### config.mk
export PLATFORM = sky130hd
export DESIGN_NAME = i2c_tgt_status
export DESIGN_NICKNAME = d
export VERILOG_FILES = /design/src/rtl/i2c_tgt_pkg.sv /design/src/rtl/i2c_line_edges.sv /design/src/rtl/i2c_byte_track.sv /design/src/rtl/i2c_flag_bank.sv /design/src/rtl/i2c_tgt_status.sv
export SDC_FILE = /design/constraint.sdc
export NUM_CORES = 1
export LEC_CHECK = 0
export BUFFER_PORTS_ARGS = -buffer_cell sky130_fd_sc_hd__buf_2
export CAP_MARGIN = 20
export CORE_ASPECT_RATIO = 1.2
export CORE_MARGIN = 1.5
export CORE_UTILIZATION = 35
export DETAILED_ROUTE_END_ITERATION = 7
export MAX_ROUTING_LAYER = met4
export PLACE_DENSITY = 0.56
export SYNTH_ARGS = -nofsm -noshare
export SYNTH_HDL_FRONTEND = slang
export SYNTH_SLANG_ARGS = --single-unit
### constraint.sdc
create_clock -name clk -period 3.3 [get_ports clk]
set_clock_uncertainty 0.2 [all_clocks]
set_input_delay 0.66 -clock clk [delete_from_list [all_inputs] [get_ports clk]]
set_output_delay 0.66 -clock clk [all_outputs]
set_load 0.03 [all_outputs]
### src/rtl/i2c_tgt_pkg.sv
package i2c_tgt_pkg;
  localparam int STAT_W   = 8;
  localparam int B_DONE   = 0;
  localparam int B_HIT    = 1;
  localparam int B_RW     = 2;
  localparam int B_ARB    = 3;
  localparam int B_LOWTMO = 4;
  localparam int B_HITMO  = 5;
  localparam int B_WAKE   = 6;

  localparam logic [1:0] SEL_CTRL = 2'd0;
  localparam logic [1:0] SEL_ADDR = 2'd1;
  localparam logic [1:0] SEL_CLR  = 2'd2;

  typedef struct packed {
    logic shien;
    logic wken;
    logic gcen;
    logic fack;
    logic ien;
  } ctrl_t;

  // true when a first byte addresses this target
  function automatic logic addr_match(input logic [7:0] cb, input logic [6:0] own,
                                      input logic gcen);
    return (cb[7:1] == own) || (gcen && (cb == 8'h00));
  endfunction

  // clock number whose falling edge marks the end of a byte
  function automatic int unsigned done_clock(input logic fack, input int unsigned bits);
    return fack ? bits : bits + 1;
  endfunction
endpackage

### src/rtl/i2c_line_edges.sv
module i2c_line_edges (
  input  logic clk,
  input  logic rst_n,
  input  logic scl_i,
  input  logic sda_i,
  output logic scl_rise,
  output logic scl_fall,
  output logic start_det,
  output logic stop_det
);
  logic scl_q, sda_q;

  always_ff @(posedge clk or negedge rst_n) begin
    if (!rst_n) begin
      scl_q <= 1'b1;
      sda_q <= 1'b1;
    end else begin
      scl_q <= scl_i;
      sda_q <= sda_i;
    end
  end

  assign scl_rise  = scl_i & ~scl_q;
  assign scl_fall  = ~scl_i & scl_q;
  assign start_det = scl_i & scl_q & sda_q & ~sda_i;
  assign stop_det  = scl_i & scl_q & ~sda_q & sda_i;
endmodule

### src/rtl/i2c_byte_track.sv
module i2c_byte_track
  import i2c_tgt_pkg::*;
#(
  parameter int BYTE_BITS = 8,
  parameter int ADDR_W    = 7,
  localparam int CNT_W    = $clog2(BYTE_BITS + 2)
) (
  input  logic              clk,
  input  logic              rst_n,
  input  logic              sda_i,
  input  logic              scl_rise,
  input  logic              scl_fall,
  input  logic              start_det,
  input  logic              stop_det,
  input  logic [ADDR_W-1:0] own_addr,
  input  logic              gcen,
  input  logic              fack,
  output logic              done_evt,
  output logic              addr_evt,
  output logic              rw_bit,
  output logic [CNT_W-1:0]  bit_cnt
);
  localparam logic [CNT_W-1:0] LAST_CLK = CNT_W'(BYTE_BITS + 1);
  localparam logic [CNT_W-1:0] DATA_CLK = CNT_W'(BYTE_BITS);

  logic [BYTE_BITS-1:0] shreg;
  logic                 first_q;

  always_ff @(posedge clk or negedge rst_n) begin
    if (!rst_n) begin
      bit_cnt <= '0;
      shreg   <= '0;
      first_q <= 1'b0;
    end else begin
      if (start_det || stop_det) begin
        bit_cnt <= '0;
        first_q <= start_det;
      end else if (scl_rise && bit_cnt < LAST_CLK) begin
        bit_cnt <= bit_cnt + 1'b1;
        if (bit_cnt < DATA_CLK) shreg <= {shreg[BYTE_BITS-2:0], sda_i};
      end else if (scl_fall && bit_cnt == LAST_CLK) begin
        bit_cnt <= '0;
        first_q <= 1'b0;
      end
    end
  end

  assign done_evt = scl_fall && (bit_cnt == CNT_W'(done_clock(fack, BYTE_BITS)));
  assign addr_evt = scl_fall && first_q && (bit_cnt == DATA_CLK) &&
                    addr_match(shreg[7:0], own_addr[6:0], gcen);
  assign rw_bit   = shreg[0];
endmodule

### src/rtl/i2c_flag_bank.sv
module i2c_flag_bank
  import i2c_tgt_pkg::*;
(
  input  logic              clk,
  input  logic              rst_n,
  input  logic [STAT_W-1:0] set_vec,
  input  logic [STAT_W-1:0] clr_vec,
  input  logic              rw_load,
  input  logic              rw_val,
  input  ctrl_t             ctrl,
  output logic [STAT_W-1:0] flags,
  output logic              irq
);
  for (genvar i = 0; i < STAT_W; i++) begin : g_bit
    if (i == B_RW) begin : g_rw
      always_ff @(posedge clk or negedge rst_n)
        if (!rst_n)       flags[i] <= 1'b0;
        else if (rw_load) flags[i] <= rw_val;
    end else if (i > B_WAKE) begin : g_rsvd
      assign flags[i] = 1'b0;
    end else begin : g_w1c
      always_ff @(posedge clk or negedge rst_n)
        if (!rst_n) flags[i] <= 1'b0;
        else        flags[i] <= set_vec[i] | (flags[i] & ~clr_vec[i]);
    end
  end

  assign irq = ctrl.ien & (flags[B_DONE] | flags[B_HIT] | flags[B_ARB] | flags[B_LOWTMO] |
                           (ctrl.shien & flags[B_HITMO]) | (ctrl.wken & flags[B_WAKE]));
endmodule

### src/rtl/i2c_tgt_status.sv
module i2c_tgt_status
  import i2c_tgt_pkg::*;
#(
  parameter int BYTE_BITS = 8,
  parameter int ADDR_W    = 7,
  localparam int CNT_W    = $clog2(BYTE_BITS + 2)
) (
  input  logic        clk,
  input  logic        rst_n,
  input  logic        scl_i,
  input  logic        sda_i,
  input  logic        stop_mode_i,
  input  logic        arb_lost_i,
  input  logic        tmo_low_i,
  input  logic        tmo_high_i,
  input  logic        wr_en,
  input  logic [1:0]  wr_sel,
  input  logic [7:0]  wr_data,
  output logic [7:0]  status_o,
  output logic        irq_o
);
  ctrl_t             ctrl_q;
  logic [ADDR_W-1:0] own_q;
  logic scl_rise, scl_fall, start_evt, stop_evt;
  logic done_evt, addr_evt, rw_bit;
  logic [CNT_W-1:0]  bit_cnt;
  logic [STAT_W-1:0] set_vec, clr_vec;

  always_ff @(posedge clk or negedge rst_n) begin
    if (!rst_n) begin
      ctrl_q <= '0;
      own_q  <= '0;
    end else if (wr_en) begin
      if (wr_sel == SEL_CTRL) ctrl_q <= ctrl_t'(wr_data[4:0]);
      if (wr_sel == SEL_ADDR) own_q  <= wr_data[ADDR_W-1:0];
    end
  end

  i2c_line_edges u_edges (
    .clk(clk), .rst_n(rst_n), .scl_i(scl_i), .sda_i(sda_i),
    .scl_rise(scl_rise), .scl_fall(scl_fall), .start_det(start_evt), .stop_det(stop_evt)
  );

  i2c_byte_track #(.BYTE_BITS(BYTE_BITS), .ADDR_W(ADDR_W)) u_track (
    .clk(clk), .rst_n(rst_n), .sda_i(sda_i), .scl_rise(scl_rise), .scl_fall(scl_fall),
    .start_det(start_evt), .stop_det(stop_evt), .own_addr(own_q), .gcen(ctrl_q.gcen),
    .fack(ctrl_q.fack), .done_evt(done_evt), .addr_evt(addr_evt), .rw_bit(rw_bit),
    .bit_cnt(bit_cnt)
  );

  always_comb begin
    set_vec           = '0;
    set_vec[B_DONE]   = done_evt;
    set_vec[B_HIT]    = addr_evt;
    set_vec[B_ARB]    = arb_lost_i;
    set_vec[B_LOWTMO] = tmo_low_i;
    set_vec[B_HITMO]  = tmo_high_i;
    set_vec[B_WAKE]   = addr_evt & stop_mode_i;
  end

  assign clr_vec = (wr_en && wr_sel == SEL_CLR) ? wr_data : '0;

  i2c_flag_bank u_flags (
    .clk(clk), .rst_n(rst_n), .set_vec(set_vec), .clr_vec(clr_vec),
    .rw_load(addr_evt), .rw_val(rw_bit), .ctrl(ctrl_q), .flags(status_o), .irq(irq_o)
  );
endmodule

==> results, run 1 <==
- The flow ran to the end, and the final reports show no timing, DRC or antenna violations.
- For this design, the sink count on the clock tree is 34.
- The worst register-to-register path begins at u_track.shreg[4].
- The worst register-to-register path ends at u_flags.flags[2].
- The HPWL after detailed placement is roughly 2100 µm.
- The total vias in the final route is 997.
- The area growth from synthesis to layout is 17.1%.
- After clock tree synthesis, the repair step resized 0 gates.
- The depth of the CTS H-tree is 2.
- After detailed routing, the number of remaining DRC violations is 0.
- The max-slew headroom at the worst pin is 0.472.
- The clock insertion delay at the later pin of the skew report is roughly 280 ps.
- The critical path class is flop to output pin.
- The final number of hold-violating endpoints came to 0.
- The root buffer cell is sky130_fd_sc_hd__clkbuf_8.
- For flop-to-flop paths, the worst setup slack is between 1000 and 1500 ps.
- The via count of the first global-routing pass is between 1k and 1.5k.
- Adding up every negative setup slack in the final design gives 0 ps.
- The detail route stage leaves a number of antenna-violating nets equal to 0.
- In the post-synthesis netlist, the biggest area contributors are sky130_fd_sc_hd__dfrtp_1 53%, sky130_fd_sc_hd__mux2_2 16%, sky130_fd_sc_hd__nand2_1 4.0%, sky130_fd_sc_hd__dfstp_2 3.5%, sky130_fd_sc_hd__xor2_1 2.9%.
- The largest incremental delay on the critical path is ~390 ps.
- The number of rows created at floorplan is 25.
- Of the post-synthesis cell area, the dominant cell type holds 0.531.
- The filler cells instantiated in the layout total ~380.
- Summed over all layers, the global routing overflow is 0.
- The slew of the pin with the lowest slew margin is ~790 ps.
- The worst voltage drop across the vdd grid is 301 µV.
- The startpoint kind of the worst setup timing path is a flop.
- The class of the tightest hold or removal check is input port to asynchronous set/reset pin.
- The max capacitance violation total is 0.
- The setup-violating endpoint count in the final report is 0.
- The number of nets produced by synthesis is between 100 and 150.
- The nature of the critical path endpoint is an output pin.
- Dividing the detail-routed wire length by the instance count gives between 10 and 15 µm.
- The number of vias per cell after detailed routing is between 4 and 5.
- The post-CTS clock slew at the launch and capture registers of the worst setup and hold paths is roughly 60 ps.
- The number of antenna diodes in the final layout is 0.
- After detailed placement, the design holds a cell count of just under 200.
- The arrival time of data at the critical path endpoint is about 1300 ps.
- sky130_fd_sc_hd__dfrtp_1 is the most common cell in the netlist.
- The number of hold-repair buffers added at the cts stage is 0.
- The floorplan step defined a die boundary enclosing about 0.0047 mm².
- During I/O placement, the number of pins put on the boundary was 28.
- The initial antenna violation count was 0.
- Routability-driven placement finished with a final weighted congestion of approximately 0.77.
- In this run the tool buffered the top-level ports with 25 buffer cells.
- The finished layout holds 205 standard cells, fillers aside.
- The number of enable-type register cells in the synthesized netlist is 0.
- The number of buffers inserted by post-CTS setup repair is 0.
- Counting cells, the worst reg-to-reg path comes to 5.
- The share of cells above drive strength 1 is 0.364.
- The number of violations reported at the end of detailed-routing iteration 0 is 39.
- The time the worst path needs with I/O delays and setup is between 2000 and 2500 ps.
- Static timing analysis puts the maximum clock frequency at 0.475 GHz.
- Entering global routing, the biggest net connects 35 pins.
- For this run, the post-layout net count is 173.
- For this design the static power due to leakage is about 0.78 nW.
- Of the total power, registers draw 0.538.
- The fraction of power spent switching nets is 0.301.
- The max-slew violation total from the final report is 0.
- The first-pass detailed-route iteration total is 4.
- In this run, synthesis produced a sequential element count of 34.
- The core box area is approximately 0.0040 mm².
- The commonest cells after synthesis are 32 x sky130_fd_sc_hd__dfrtp_1, 21 x sky130_fd_sc_hd__mux2_2, 16 x sky130_fd_sc_hd__nand2_1.
- The clock passes through at most 2 buffers.
- The period utilization is 0.639.
- The gate count of the mapped netlist is approximately 120.
- The first global-routing pass estimated 4830 µm of wire.
- Measured along the y axis, the die boundary spans approximately 75 µm.
- Of the total power, the clock network draws 0.244.
- For this run, asynchronously set or reset flops after synthesis account for 1.00.
- For this configuration, the core starts out at a cell density of 0.374.
- After synthesis, the netlist uses 30 different library cells.
- The internal power of the cells totals about 800 µW.
- Setup repair after global routing left no endpoint under its margin.
- The post-synthesis cell type with the largest combined area is sky130_fd_sc_hd__dfrtp_1.
- For this run, the leading register cell type out of synthesis is sky130_fd_sc_hd__dfrtp_1.
- The global-route usage over all layers is 0.143.
- Of the total power, combinational logic draws 0.218.
- TritonCTS created 5 clock buffers.
- The register area is between 800 and 900 µm².
- The average cell area after synthesis is around 12 µm².
- The signal on the critical path passes through nor4_1, a21boi_0, buf_2.
- The worst-path maximum fanout is 3.
- For this design the total switching power over the nets is approximately 340 µW.
- In this run the worst setup path begins at u_flags.flags[1].
- The Yosys warning count is 0.
- The mapped cell area is about 0.0015 mm².
- TritonCTS built the clock tree.
- The power density of the placed cells is approximately 650 mW/mm².
- The final layout contains routed wiring with a total length of about 2800 µm.
- The highest-delay cell along the critical path is sky130_fd_sc_hd__dfrtp_1.
- The required time of the worst setup path is 2440 ps.
- From left edge to right edge, the die measures about 63 µm.
- The multi-input combinational cells in the finished layout cover a total of between 600 and 700 µm².
- The sequential area share after synthesis is 0.566.
cells by family after synthesis:
group / after synthesis / synth area share
DFF: 34 / 0.566
muxes: 21 / 0.157
adders and majority gates: 3 / 0.0249
other: 1 / 0.00249
buffers and inverters: 6 / 0.0174
AOI/OAI and AO/OA: 14 / 0.0631
and+or+nand+nor: 33 / 0.117
xor gates and xnor gates: 9 / 0.0523
flip-flops by register name, summed over array words and instances (netlist names):
name             count
u_track.shreg        8
own_q                7
u_flags.flags        7
ctrl_q               5
u_track.bit_cnt      4
u_edges.scl_q        1
u_edges.sda_q        1
u_track.first_q      1
per-stage QoR:
step	worst slack, ps	hold slack (ps)	utilization	cell area (µm²)	power, mW
after floorplan	1080	164	-	1510	0.790
after global placement	1130	261	0.419	1690	0.863
after detailed placement	1110	263	0.419	1690	0.872
after CTS	1190	259	0.438	1770	1.16
after global routing	1070	284	0.438	1770	1.22
final	1190	244	0.438	1770	1.14
worst max path at each step:
stage	endpoint	slack, ps	depth (start not counted)
6_report	irq_o	1190	3
5_1_grt	irq_o	1070	3
4_1_cts	irq_o	1190	3
3_5_place_dp	ctrl_q[2]	1110	3
3_3_place_gp	ctrl_q[0]	1130	3
2_1_floorplan	irq_o	1080	2
layer usage:
metal,up-vias,share of wire,GRT usage
met5,-,0,-
met4,0,0.028,0.0963
met3,8,0.030,0.0359
met2,15,0.50,0.227
met1,486,0.44,0.161
li1,488,-,-
layout by cell type, fill, tap and decap left out:
master	synthesis	routed
sky130_fd_sc_hd__o2111ai_1	1	1
sky130_fd_sc_hd__nor4_1	3	3
sky130_fd_sc_hd__nor3b_1	1	1
sky130_fd_sc_hd__xnor2_1	4	4
sky130_fd_sc_hd__and3b_1	1	1
sky130_fd_sc_hd__inv_1	4	4
sky130_fd_sc_hd__clkbuf_1	1	2
sky130_fd_sc_hd__a21boi_0	1	1
sky130_fd_sc_hd__ha_1	3	3
sky130_fd_sc_hd__xor2_1	5	5
sky130_fd_sc_hd__nand4b_1	1	1
sky130_fd_sc_hd__mux2_2	21	21
sky130_fd_sc_hd__a32o_1	1	1
sky130_fd_sc_hd__a32oi_1	1	1
sky130_fd_sc_hd__conb_1	1	1
sky130_fd_sc_hd__clkbuf_8	0	5
sky130_fd_sc_hd__nand2b_1	2	2
sky130_fd_sc_hd__dfrtp_1	32	32
sky130_fd_sc_hd__nand3b_1	2	2
sky130_fd_sc_hd__o21ai_0	5	5
sky130_fd_sc_hd__a22oi_1	1	1
sky130_fd_sc_hd__nand3_1	3	3
sky130_fd_sc_hd__nor3_1	1	1
sky130_fd_sc_hd__nand4_1	1	1
sky130_fd_sc_hd__a21o_1	3	3
sky130_fd_sc_hd__nor4_2	1	1
sky130_fd_sc_hd__buf_2	0	25
sky130_fd_sc_hd__dfstp_2	2	2
sky130_fd_sc_hd__a21oi_1	1	1
sky130_fd_sc_hd__nor2_2	1	1
sky130_fd_sc_hd__nand2_1	16	16
power groups by stage:
| stage | clock network (mW) | registers, mW | logic [mW] |
|---|---|---|---|
| after global routing | 0.311 | 0.629 | 0.280 |
| after CTS | 0.293 | 0.613 | 0.252 |
| final | 0.279 | 0.613 | 0.249 |
| after floorplan | 0 | 0.607 | 0.183 |
| after detailed placement | 0 | 0.621 | 0.251 |
| after global placement | 0 | 0.618 | 0.245 |
critical path, delay by kind of cell (launching register included):
| family | cells | cell delay [ps] |
|---|---|---|
| AND/OR/NAND/NOR | 1 | 270 |
| AO/OA/AOI/OAI | 1 | 120 |
| flip-flops | 1 | 390 |
| buffers and inverters | 1 | 190 |
cell type report:
cell class	instances	share of cell area
clock buffers	7	0.0432
repair buffers	25	0.0709
flip-flops and latches	34	0.483
well taps	54	0.0383
multi-input cells	81	0.356
inverters	4	0.00850
(Power assumes the default switching activity.)
==> run 2: changes to the inputs <==
--- a/config.mk
+++ b/config.mk
@@ -5,6 +5,7 @@
 export SDC_FILE = /design/constraint.sdc
 export NUM_CORES = 1
 export LEC_CHECK = 0
+export ABC_AREA = 1
 export BUFFER_PORTS_ARGS = -buffer_cell sky130_fd_sc_hd__buf_2
 export CAP_MARGIN = 20
 export CORE_ASPECT_RATIO = 1.2
@@ -12,7 +13,7 @@
 export CORE_UTILIZATION = 35
 export DETAILED_ROUTE_END_ITERATION = 7
 export MAX_ROUTING_LAYER = met4
-export PLACE_DENSITY = 0.56
+export PLACE_DENSITY = 0.57
 export SYNTH_ARGS = -nofsm -noshare
 export SYNTH_HDL_FRONTEND = slang
 export SYNTH_SLANG_ARGS = --single-unit
==> constraint.sdc (replaced) <==
create_clock -name clk -period 1.9 [get_ports clk]
set_clock_uncertainty 0.2 [all_clocks]
set_input_delay 0.38 -clock clk [delete_from_list [all_inputs] [get_ports clk]]
set_output_delay 0.38 -clock clk [all_outputs]
set_load 0.03 [all_outputs]
==> run 2 against run 1 <==
Against the previous run:
- cell count rose by 42%
- largest cell class unchanged
- die area is 11% higher
- global-route usage increased by 0.17 points
- power up 100%
- utilization decreased by 0.96 points
- first-iteration DRC count is 7.7% higher
==> results, run 2 <==
- The depth of the CTS H-tree is 2.
- Detailed routing placed a total of 117 µm of wire on met3.
- Across the run, the number of max-cap violations was 0.
- Along the worst path, the maximum fanout reaches 3.
- The time the worst path needs with I/O delays and setup is roughly 1800 ps.
- The setup path with the least slack is of type flop to output pin.
- After synthesis, the cell types taking the most area are sky130_fd_sc_hd__dfrtp_1 47%, sky130_fd_sc_hd__nand2_1 13%, sky130_fd_sc_hd__inv_1 6.9%, sky130_fd_sc_hd__o21ai_0 5.3%, sky130_fd_sc_hd__o21ai_2 4.2%.
- The number of vias per cell after detailed routing is around 4.5.
- The worst register-to-register path ends at u_track.shreg[2].
- The sequential cells in the finished layout cover a total of 853 µm².
- The most flop-heavy register is u_track.shreg.
- The clock net in this run drives a total of 34 sinks.
- Synthesis produced a netlist whose cell count is 200.
- The initial antenna violation count is 0.
- The via count of the first global-routing pass is between 1k and 1.5k.
- The number of antenna repair diodes is 0.
- The detailed router placed 1301 vias in this run.
- The wire length of the first global-routing pass is ~5500 µm.
- In the global route stage, overall resource usage came out at 0.144.
- The maximum buffer depth of the clock tree is 2.
- For this design the static power due to leakage is 1.03 nW.
- The reg-to-reg critical path startpoint is u_track.bit_cnt[0].
- The worst setup path is captured at an output pin.
- In the detailed route, the total length drawn on met2 is around 1500 µm.
- Among all stages on the critical path, the largest delay is contributed by sky130_fd_sc_hd__dfrtp_1.
- The core box area is about 0.0046 mm².
- Of the synthesized area, sequential elements account for 0.506.
- The synthesized netlist occupies a cell area of 0.00169 mm².
- The largest registers in the layout are u_track.shreg x8, own_q x7, u_flags.flags x7.
- IR analysis of the VDD net gives a maximum drop of 485 µV.
- Wires add up to ~3100 µm.
- The count of cells along the worst register-to-register path is 9.
- Clock-pin slew was measured on the worst setup and hold paths at approximately 70 ps.
- For this block, the initial DRC count from the detailed router was 42.
- The total CTS buffers is 5.
- The cell family contributing the most delay on the critical path is flip-flops.
- The number of buffers inserted by post-CTS setup repair is 0.
- For the worst setup path, the data required time is 1320 ps.
- Of the post-synthesis cell area, the dominant cell type holds 0.475.
- Synthesis inferred 34 register bits.
- The flow ran to the end, and the final reports show no timing, DRC or antenna violations.
- The number of enable-type register cells in the synthesized netlist is 0.
- The class of the tightest hold or removal check is input port to flop.
- The final net count is 254.
- The count of filler cells inserted in the layout is between 400 and 500.
- The final number of hold-violating endpoints is 0.
- The worst path buffer plus inverter count is 1.
- A synthesized cell averages ~8.4 µm².
- The max-slew violation total from the final report is 0.
- The number of cells on the worst hold path is 1.
- The largest total area in the synthesized netlist belongs to sky130_fd_sc_hd__dfrtp_1.
- The detail route stage leaves a number of antenna-violating nets equal to 0.
- The unique cell type count in the Yosys netlist is 32.
- The startpoint kind of the worst setup timing path is a flop.
- The post-DP HPWL is 2320 µm.
- The highest layer touched by signal routing is met4.
- The number of I/O pins is 28.
- The signal on the critical path passes through nor4_2, a31oi_1, clkbuf_4.
- The detail-routed net length per standard cell is 10.8 µm.
- For this run, design rule violations remaining after detail routing come to 0.
- The number of nets produced by synthesis is roughly 220.
- The tree is rooted in a sky130_fd_sc_hd__clkbuf_8.
- The final critical-path setup slack is approximately 51 ps.
- During placement, the flow inserted port buffers numbering 25.
- The flip-flop count of the largest register, all copies and words added is 8.
- The top cell types in the final layout, fill and taps aside, are 58 x sky130_fd_sc_hd__nand2_1, 32 x sky130_fd_sc_hd__dfrtp_1, 31 x sky130_fd_sc_hd__inv_1.
- The final total negative setup slack is 0 ps.
- The most frequent standard cell in the layout excluding fill and tap cells is sky130_fd_sc_hd__nand2_1.
- The Yosys warning count is 0.
- Entering global routing, the biggest net connects 35 pins.
- The period utilization is 0.973.
- The floorplan step set the die height to 79.0 µm.
- The floorplan step defined a die boundary enclosing ~0.0052 mm².
- Setup violations remaining at the end of the flow were counted as 0.
- The fraction of registers with async set/reset is 1.00.
- The worst-case setup slack after placement is approximately 250 ps.
- After detailed routing, the wire length on met1 is between 1000 and 1500 µm.
- Ranked by instance count, the synthesized netlist is headed by 58 x sky130_fd_sc_hd__nand2_1, 32 x sky130_fd_sc_hd__dfrtp_1, 31 x sky130_fd_sc_hd__inv_1.
- The worst reg-to-reg setup slack is ~250 ps.
- The arrival time of data at the critical path endpoint is roughly 1300 ps.
- Before antenna repair, the detailed router went through 4 iterations.
- The instance area at placement is 0.00186 mm².
- With fillers left out, the area of the finished cells amounts to between 0.0015 and 0.002 mm².
- The most frequently used flop master after synthesis is sky130_fd_sc_hd__dfrtp_1.
- The clock insertion delay at the later pin of the skew report is ~280 ps.
- In this run the power density over the cells is 1160 mW/mm².
- In the post-synthesis netlist, the cell with the most instances is sky130_fd_sc_hd__nand2_1.
- The area growth from synthesis to layout is 17.4%.
- The combined area of the multi-input logic cells is 659 µm².
- The die width is between 60 and 70 µm.
- The TritonCTS clock tree is done.
- The maximum achievable frequency is roughly 0.54 GHz.
- For hold timing, the worst endpoint is u_edges.scl_q.
- The initial core utilization is 0.364.
- At the end of routability-driven placement, the weighted congestion stood at 0.800.
- The initialized floorplan defines 27 standard-cell rows.
- The launch point of the worst hold path is scl_i.
- For this run, the slowest stage of the critical path takes roughly 400 ps.
- In the final layout, the share of cells above drive strength 1 is 0.249.
- Global routing finished with a remaining overflow of 0.
## run 2: cell count changes after synthesis, moves of 4 or more
cell	previous run	this run
sky130_fd_sc_hd__nand2_1	16	58
sky130_fd_sc_hd__inv_1	4	31
sky130_fd_sc_hd__mux2_2	21	0
sky130_fd_sc_hd__o21ai_0	5	18
sky130_fd_sc_hd__o21ai_2	0	8
sky130_fd_sc_hd__nor2_1	0	7
sky130_fd_sc_hd__nand3_1	3	9
sky130_fd_sc_hd__xor2_1	5	0
sky130_fd_sc_hd__inv_2	0	4
## run 2: what timing repair did
item / CTS / global route
endpoints found under the setup margin: 0 / 1
resized for setup: 0 / 2
hold endpoints to repair: 32 / 1
hold buffers: 1 / 1
## run 2: final cells by class
type	count	area share
Clock buffer	7	0.0436
Timing Repair Buffer	28	0.0783
Sequential cell	34	0.431
Clock inverter	1	0.00253
Multi-Input combinational cell	125	0.333
Tap cell	58	0.0366
Inverter	38	0.0752
## run 2: worst max path at each step
stage	depth (start not counted)	slack, ps	end	startpoint
after floorplan	2	150	irq_o	u_flags.flags[6]
after global placement	9	260	u_track.shreg[5]	u_track.bit_cnt[0]
after detailed placement	9	250	u_track.shreg[4]	u_track.bit_cnt[0]
after CTS	3	40	irq_o	u_flags.flags[1]
after global routing	3	-2	irq_o	u_flags.flags[0]
final	3	50	irq_o	u_flags.flags[0]
## run 2: metal layers
metal	up-vias	global-route usage
li1	681	-
met1	588	0.175
met2	26	0.223
met3	6	0.0382
met4	0	0.0673
met5	-	-
## run 2: report_power, final
part | switching [mW] | total [mW] | internal (mW)
sequential | 0.175 | 1.08 | 0.901
clock | 0.251 | 0.543 | 0.292
combinational | 0.403 | 0.677 | 0.274
total | 0.829 | 2.30 | 1.47
## run 2: kinds of logic (layout without fill, tap and decap cells)
group / count (synthesis) / after routing / synth area share
compound gates: 36 / 36 / 0.136
fa+ha+maj: 3 / 3 / 0.0223
buf+inv: 41 / 74 / 0.107
other cells: 1 / 1 / 0.00222
xor+xnor: 2 / 2 / 0.0104
flops: 34 / 34 / 0.506
simple gates: 83 / 83 / 0.217
## run 2: through the flow
| step | total power, mW | std cells | hold slack, ps | utilization |
|---|---|---|---|---|
| floorplan | 1.60 | 200 | -116 | - |
| global placement | 1.76 | 281 | 238 | 0.402 |
| detailed placement | 1.77 | 281 | 236 | 0.402 |
| CTS | 2.33 | 290 | 0.846 | 0.424 |
| global route | 2.50 | 291 | 5.59 | 0.428 |
| finish | 2.30 | 291 | 18.7 | 0.428 |
